File: config.mk
export PLATFORM = sky130hd
export DESIGN_NAME = spi_master_serializer
export DESIGN_NICKNAME = d
export VERILOG_FILES = /design/src/rtl/spi_ser_pkg.sv /design/src/rtl/spi_ser_timer.sv /design/src/rtl/spi_ser_edges.sv /design/src/rtl/spi_ser_shifter.sv /design/src/rtl/spi_master_serializer.sv
export SDC_FILE = /design/constraint.sdc
export NUM_CORES = 1
export LEC_CHECK = 0
export BUFFER_PORTS_ARGS = -buffer_cell sky130_fd_sc_hd__clkbuf_2
export CAP_MARGIN = 10
export CORE_UTILIZATION = 45
export CTS_BUF_LIST = sky130_fd_sc_hd__clkbuf_8
export DETAILED_ROUTE_END_ITERATION = 8
export GPL_TIMING_DRIVEN = 0
export PLACE_DENSITY_LB_ADDON = 0.15
export SLEW_MARGIN = 20
export SYNTH_ARGS = -nofsm -noshare
export SYNTH_HDL_FRONTEND = slang
export SYNTH_HIERARCHICAL = 1
export SYNTH_SLANG_ARGS = --single-unit
export TNS_END_PERCENT = 100
File: constraint.sdc
create_clock -name clk -period 2.8 [get_ports clk]
set_input_delay 0.14 -clock clk [delete_from_list [all_inputs] [get_ports clk]]
set_output_delay 0.14 -clock clk [all_outputs]
set_load 0.02 [all_outputs]
File: src/rtl/spi_ser_pkg.sv
package spi_ser_pkg;
  localparam int DATA_W = 16;
  localparam int BITS_W = 4;
  localparam int DIV_W  = 8;
  localparam int DLY_W  = 8;

  // settings held for the duration of one word
  typedef struct packed {
    logic             cpol;
    logic             ncpha;
    logic [DIV_W-1:0] div;
    logic [DLY_W-1:0] trail;
  } xfer_cfg_t;

  typedef enum logic [1:0] {
    ST_IDLE  = 2'd0,
    ST_LEAD  = 2'd1,
    ST_SHIFT = 2'd2,
    ST_TRAIL = 2'd3
  } ser_state_e;
endpackage

File: src/rtl/spi_ser_timer.sv
module spi_ser_timer #(
  parameter int CNT_W = 13
) (
  input  logic             clk,
  input  logic             rst_n,
  input  logic             load,
  input  logic [CNT_W-1:0] load_val,
  output logic             expired
);
  logic [CNT_W-1:0] cnt_q;

  always_ff @(posedge clk or negedge rst_n) begin
    if (!rst_n)             cnt_q <= '0;
    else if (load)          cnt_q <= load_val;
    else if (cnt_q != '0)   cnt_q <= cnt_q - CNT_W'(1);
  end

  assign expired = (cnt_q == '0);
endmodule

File: src/rtl/spi_ser_edges.sv
module spi_ser_edges #(
  parameter int NBITS_W = 5,
  parameter int EDGE_W  = NBITS_W + 1
) (
  input  logic               clk,
  input  logic               rst_n,
  input  logic               clear,
  input  logic               idle_level,
  input  logic               step,
  input  logic [NBITS_W-1:0] nbits,
  output logic               spck,
  output logic               lead,
  output logic               last
);
  logic [EDGE_W-1:0] cnt_q;
  logic              spck_q;
  logic [EDGE_W-1:0] total_edges;

  assign total_edges = {nbits, 1'b0};

  always_ff @(posedge clk or negedge rst_n) begin
    if (!rst_n) begin
      cnt_q  <= '0;
      spck_q <= 1'b0;
    end else if (clear) begin
      cnt_q  <= '0;
      spck_q <= idle_level;
    end else if (step) begin
      cnt_q  <= cnt_q + EDGE_W'(1);
      spck_q <= ~spck_q;
    end
  end

  assign spck = spck_q;
  assign lead = ~cnt_q[0];
  assign last = (cnt_q == total_edges - EDGE_W'(1));


  edge_count_chk: assert property (@(posedge clk) disable iff (!rst_n)
    step |-> (cnt_q < total_edges));
endmodule

File: src/rtl/spi_ser_shifter.sv
module spi_ser_shifter #(
  parameter int DATA_W  = 16,
  parameter int NBITS_W = 5
) (
  input  logic               clk,
  input  logic               rst_n,
  input  logic               load,
  input  logic [DATA_W-1:0]  tx_word,
  input  logic [NBITS_W-1:0] nbits,
  input  logic               ncpha,
  input  logic               step,
  input  logic               capture,
  input  logic               in_bit,
  output logic               mosi,
  output logic [DATA_W-1:0]  rx_word
);
  localparam int IDX_W = $clog2(DATA_W);

  logic [DATA_W-1:0] tx_q;
  logic [DATA_W-1:0] rx_q;
  logic [IDX_W-1:0]  idx_q;
  logic              mosi_q;
  logic [IDX_W-1:0]  top_idx;

  assign top_idx = IDX_W'(nbits - NBITS_W'(1));

  always_ff @(posedge clk or negedge rst_n) begin
    if (!rst_n) begin
      tx_q   <= '0;
      rx_q   <= '0;
      idx_q  <= '0;
      mosi_q <= 1'b0;
    end else if (load) begin
      tx_q   <= tx_word;
      rx_q   <= '0;
      idx_q  <= top_idx;
      mosi_q <= tx_word[top_idx];
    end else if (step) begin
      if (capture) begin
        rx_q <= {rx_q[DATA_W-2:0], in_bit};
      end else if (ncpha) begin
        // change on trailing edge: move to the following bit
        if (idx_q != '0) begin
          mosi_q <= tx_q[idx_q - IDX_W'(1)];
          idx_q  <= idx_q - IDX_W'(1);
        end
      end else begin
        // change on leading edge: present the current bit
        mosi_q <= tx_q[idx_q];
        if (idx_q != '0) idx_q <= idx_q - IDX_W'(1);
      end
    end
  end

  assign mosi    = mosi_q;
  assign rx_word = rx_q;


  rx_shift_in_chk: assert property (@(posedge clk) disable iff (!rst_n)
    (step && capture && !load) |=> (rx_q[0] == $past(in_bit)));
endmodule

File: src/rtl/spi_master_serializer.sv
module spi_master_serializer #(
  parameter int MIN_BITS      = 8,
  parameter int TRAIL_SCALE   = 32,
  parameter int TRAIL_DEFAULT = 4
) (
  input  logic                             clk,
  input  logic                             rst_n,
  input  logic                             start_valid,
  output logic                             start_ready,
  input  logic [spi_ser_pkg::DATA_W-1:0]   tx_word,
  input  logic                             cfg_cpol,
  input  logic                             cfg_ncpha,
  input  logic [spi_ser_pkg::BITS_W-1:0]   cfg_bits,
  input  logic [spi_ser_pkg::DIV_W-1:0]    cfg_div,
  input  logic [spi_ser_pkg::DLY_W-1:0]    cfg_lead,
  input  logic [spi_ser_pkg::DLY_W-1:0]    cfg_trail,
  input  logic                             loopback,
  input  logic                             miso,
  output logic                             spck,
  output logic                             mosi,
  output logic                             busy,
  output logic                             done,
  output logic [spi_ser_pkg::DATA_W-1:0]   rx_data
);
  import spi_ser_pkg::*;

  localparam int NBITS_W   = $clog2(DATA_W + 1);
  localparam int EDGE_W    = NBITS_W + 1;
  localparam int TRAIL_MAX = TRAIL_SCALE * ((1 << DLY_W) - 1);
  localparam int CNT_RAW   = $clog2(TRAIL_MAX + 1);
  localparam int CNT_W     = (CNT_RAW > DIV_W) ? CNT_RAW : DIV_W;

  ser_state_e         state_q, state_d;
  xfer_cfg_t          cfg_q;
  logic [NBITS_W-1:0] nbits_in, nbits_q;
  logic [NBITS_W:0]   len_sum;
  logic               loop_q;
  logic               accept;
  logic               div_ok;
  logic               tmr_load, tmr_zero;
  logic [CNT_W-1:0]   tmr_val, lead_ld, half_ld, trail_ld;
  logic               edge_ev, fin;
  logic               edge_lead, edge_last, capture;
  logic               spck_int, mosi_int, in_bit;
  logic [DATA_W-1:0]  rx_word;
  logic               done_q;
  logic [DATA_W-1:0]  rx_q;

  // word length from the encoded field, saturated at the data width
  always_comb begin
    len_sum = (NBITS_W+1)'(MIN_BITS) + (NBITS_W+1)'(cfg_bits);
    if (len_sum > (NBITS_W+1)'(DATA_W)) nbits_in = NBITS_W'(DATA_W);
    else                                 nbits_in = len_sum[NBITS_W-1:0];
  end

  assign div_ok      = (cfg_div >= DIV_W'(2));
  assign start_ready = (state_q == ST_IDLE) && div_ok;
  assign accept      = start_valid && start_ready;

  assign lead_ld  = (cfg_lead == '0) ? (CNT_W'(cfg_div) - CNT_W'(1))
                                     : (CNT_W'(cfg_lead) - CNT_W'(1));
  assign half_ld  = CNT_W'(cfg_q.div) - CNT_W'(1);
  assign trail_ld = (cfg_q.trail == '0) ? CNT_W'(TRAIL_DEFAULT - 1)
                                        : (CNT_W'(TRAIL_SCALE * cfg_q.trail) - CNT_W'(1));

  always_comb begin
    state_d  = state_q;
    tmr_load = 1'b0;
    tmr_val  = half_ld;
    edge_ev  = 1'b0;
    fin      = 1'b0;
    case (state_q)
      ST_IDLE: if (accept) begin
        state_d  = ST_LEAD;
        tmr_load = 1'b1;
        tmr_val  = lead_ld;
      end
      ST_LEAD: if (tmr_zero) begin
        edge_ev  = 1'b1;
        state_d  = ST_SHIFT;
        tmr_load = 1'b1;
      end
      ST_SHIFT: if (tmr_zero) begin
        edge_ev  = 1'b1;
        tmr_load = 1'b1;
        if (edge_last) begin
          state_d = ST_TRAIL;
          tmr_val = trail_ld;
        end
      end
      ST_TRAIL: if (tmr_zero) begin
        fin     = 1'b1;
        state_d = ST_IDLE;
      end
      default: state_d = ST_IDLE;
    endcase
  end

  always_ff @(posedge clk or negedge rst_n) begin
    if (!rst_n) begin
      state_q <= ST_IDLE;
      cfg_q   <= '0;
      nbits_q <= NBITS_W'(MIN_BITS);
      loop_q  <= 1'b0;
      done_q  <= 1'b0;
      rx_q    <= '0;
    end else begin
      state_q <= state_d;
      done_q  <= fin;
      if (accept) begin
        cfg_q.cpol  <= cfg_cpol;
        cfg_q.ncpha <= cfg_ncpha;
        cfg_q.div   <= cfg_div;
        cfg_q.trail <= cfg_trail;
        nbits_q     <= nbits_in;
        loop_q      <= loopback;
      end
      if (fin) rx_q <= rx_word;
    end
  end

  spi_ser_timer #(.CNT_W(CNT_W)) u_timer (
    .clk      (clk),
    .rst_n    (rst_n),
    .load     (tmr_load),
    .load_val (tmr_val),
    .expired  (tmr_zero)
  );

  spi_ser_edges #(.NBITS_W(NBITS_W), .EDGE_W(EDGE_W)) u_edges (
    .clk        (clk),
    .rst_n      (rst_n),
    .clear      (accept),
    .idle_level (cfg_cpol),
    .step       (edge_ev),
    .nbits      (nbits_q),
    .spck       (spck_int),
    .lead       (edge_lead),
    .last       (edge_last)
  );

  assign capture = (edge_lead == cfg_q.ncpha);
  assign in_bit  = loop_q ? mosi_int : miso;

  spi_ser_shifter #(.DATA_W(DATA_W), .NBITS_W(NBITS_W)) u_shift (
    .clk     (clk),
    .rst_n   (rst_n),
    .load    (accept),
    .tx_word (tx_word),
    .nbits   (nbits_in),
    .ncpha   (cfg_q.ncpha),
    .step    (edge_ev),
    .capture (capture),
    .in_bit  (in_bit),
    .mosi    (mosi_int),
    .rx_word (rx_word)
  );

  assign busy    = (state_q != ST_IDLE);
  assign spck    = busy ? spck_int : cfg_cpol;
  assign mosi    = mosi_int;
  assign done    = done_q;
  assign rx_data = rx_q;


  busy_blocks_start_chk: assert property (@(posedge clk) disable iff (!rst_n)
    busy |-> !start_ready);


  disabled_ignore_chk: assert property (@(posedge clk) disable iff (!rst_n)
    (!busy && start_valid && (cfg_div < DIV_W'(2))) |=> !busy);


  done_pulse_chk: assert property (@(posedge clk) disable iff (!rst_n)
    done |=> !done);


  rx_hold_chk: assert property (@(posedge clk) disable iff (!rst_n)
    !done |-> $stable(rx_data));


  spck_rests_chk: assert property (@(posedge clk) disable iff (!rst_n)
    done |-> (spck_int == cfg_q.cpol));
endmodule

==> results.md <==
- Slew Limit Fails: 0
- CP required: 3.04 ns
- Placer Congestion: 0.847
- Final critical-path required period: 2.62 ns
- FMAX: 381 MHz
- Final setup vio count: 0
- Synth-to-layout area growth: 20.8%
- Final Hold Vio Count: 0
- Die Wd: 116 µm
- Initial DRC Count: 234
- Synth warn: 6
- CP startpoint kind: flip-flop
- Vias per std cell: 5.45
- Global-route wire length before repair: 22.5 mm
- CTS tree: done
- Fin worst setup slack: 0.177 ns
- WP data arrival: 2.87 ns
- Total CTS buffers: 9
- Tightest Pin Transition: 0.937 ns
- Nets: 761
- Post-Syn Instances: 583
- Critical Path Fanout Max: 7
- Area occupied by multi-input gates: 3200 µm²
- Overflow after GRT: 0
- CTS root buf: clkbuf_8
- Kind of critical path: flip-flop to flip-flop
- Leading cell type in the layout, fill and taps excluded: nand2_1
- Cell Area, Synth: 5810 µm²
- Largest net degree at the start of global routing: 63
- Detail Route Antenna Nets: 0
- Slew headroom: 0.369
- # DRC: 0
- Post-Syn Area per Cell: 9.97 µm²
- Pwr dens: 853 nW/µm²
- Post-Syn Nets: 650
- Sequential standard cell area: 2480 µm²
- Die H: 116 µm
- IO Pins: 72
- Initial antenna violation count: 0
- Routed wire length: 13.6 mm
- WL per Instance: 15.6 µm
- Commonest cells after routing, fill and taps aside: 104 x nand2_1, 98 x dfrtp_1, 74 x clkbuf_2
- Clock sink count: 99
- Tcrit/Tclk final: 0.937
- Initial Utilization: 0.461
- Clock skew: 0.0114 ns
- Clk buf depth: 2
- Total track usage: 0.219
- Sum of negative setup slack: 0 ns
- Worst hold path class: input pin to flip-flop
- Max VDD drop: 503 µV
- Die ar.: 13400 µm²
- Share of cells above drive strength 1: 0.245
- # fillers: 1157
- Clk pin slew, worst setup/hold paths: 0.09 ns
- Status: finished, final reports clean
- H-tree depth: 3
- HPWL Detailed: 9.70 mm
- I/O Buffers: 68
- Max cap viols: 0
- Vias in the first global route: 4644
- Drt first pass iters: 5
- Inserted Diodes: 0
- Leak: 3.12 nW
- Clk_lat worst skew: 0.39 ns
- Pre-CTS setup slack: -0.471 ns
- CP Capture Type: flip-flop
- Via Count: 4745
- Rows: 41
- Core area: 12600 µm²
[routing by layer]
metal  vias up  wire (µm)  global-route usage
met5         -          0                   0
met1      2327       6120               0.285
met4         0        209              0.0590
li1       2305          -                   -
met2        97       6730               0.366
met3        16        533              0.0528
[final timing paths]
kind | start | end | slack, ns | cells after the start
worst min-delay path | tx_word[13] | u_shift/tx_q[13] | 0.03 | 2
worst max register to register | nbits_q[0] | u_timer/cnt_q[4] | 0.18 | 10
worst min register to register | loop_q | loop_q | 0.51 | 2
min in group asynchronous | rst_n | cfg_q[12] | 0.22 | 2
max in group asynchronous | rst_n | nbits_q[3] | 1.90 | 3
worst max-delay path | nbits_q[0] | u_timer/cnt_q[4] | 0.18 | 10
[report_power, final]
part,switching (mW),internal (mW),leakage [nW],total (mW)
clock,0.516,0.499,0.101,1.02
combinational,1.36,1.29,1.74,2.64
sequential,0.460,1.87,1.28,2.33
total,2.33,3.66,3.12,5.99
[final cells by class]
cell class | instances | area share
Inverter | 25 | 0.0134
Timing Repair Buffer | 100 | 0.0974
Sequential cell | 99 | 0.353
Buffer | 28 | 0.0194
Clock buffer | 9 | 0.0176
Multi-Input combinational cell | 431 | 0.455
Clock inverter | 7 | 0.0132
Tap cell | 172 | 0.0306
[metrics by stage]
| step | area (µm²) | power [mW] | cells | hold slack [ns] | utilization |
|---|---|---|---|---|---|
| after floorplan | 5810 | 4.19 | 583 | -0.156 | - |
| final | 7020 | 5.99 | 871 | 0.0346 | 0.557 |
| after global routing | 7020 | 6.47 | 871 | 0.0103 | 0.557 |
| after CTS | 6960 | 5.97 | 871 | 0.0119 | 0.551 |
| after global placement | 6370 | 4.76 | 823 | 0.333 | 0.505 |
| after detailed placement | 6410 | 4.88 | 824 | 0.0777 | 0.508 |
[flip-flops by register name, indices dropped and copies added (netlist names)]
name and flops:
state_q 2, u_timer/cnt_q 13, rx_data 16, u_shift/tx_q 16
u_edges/spck 1, u_edges/cnt_q 6, done 1, u_shift/idx_q 4
loop_q 1, u_shift/rx_word 16, cfg_q 17, nbits_q 5
u_shift/mosi 1
[worst max-delay path, cell delays in order (launching register included)]
cell and delay [ns]:
dfrtp_1 0.42, inv_1 0.06, ha_1 0.30, xor2_1 0.13, o211ai_1 0.14, a2111oi_4 0.43, and3_1 0.29, o221ai_4 0.17
a221o_1 0.35, nand2_1 0.07, o311ai_0 0.13
[repair_timing]
action | CTS | global route
buffers inserted | 1 | 0
pin swaps | 1 | 1
hold buffers | 30 | 0
endpoints found under the setup margin | 41 | 35
hold endpoints to repair | 66 | 0
resized for setup | 9 | 15
Note: power is estimated with default switching activity, not from simulation.
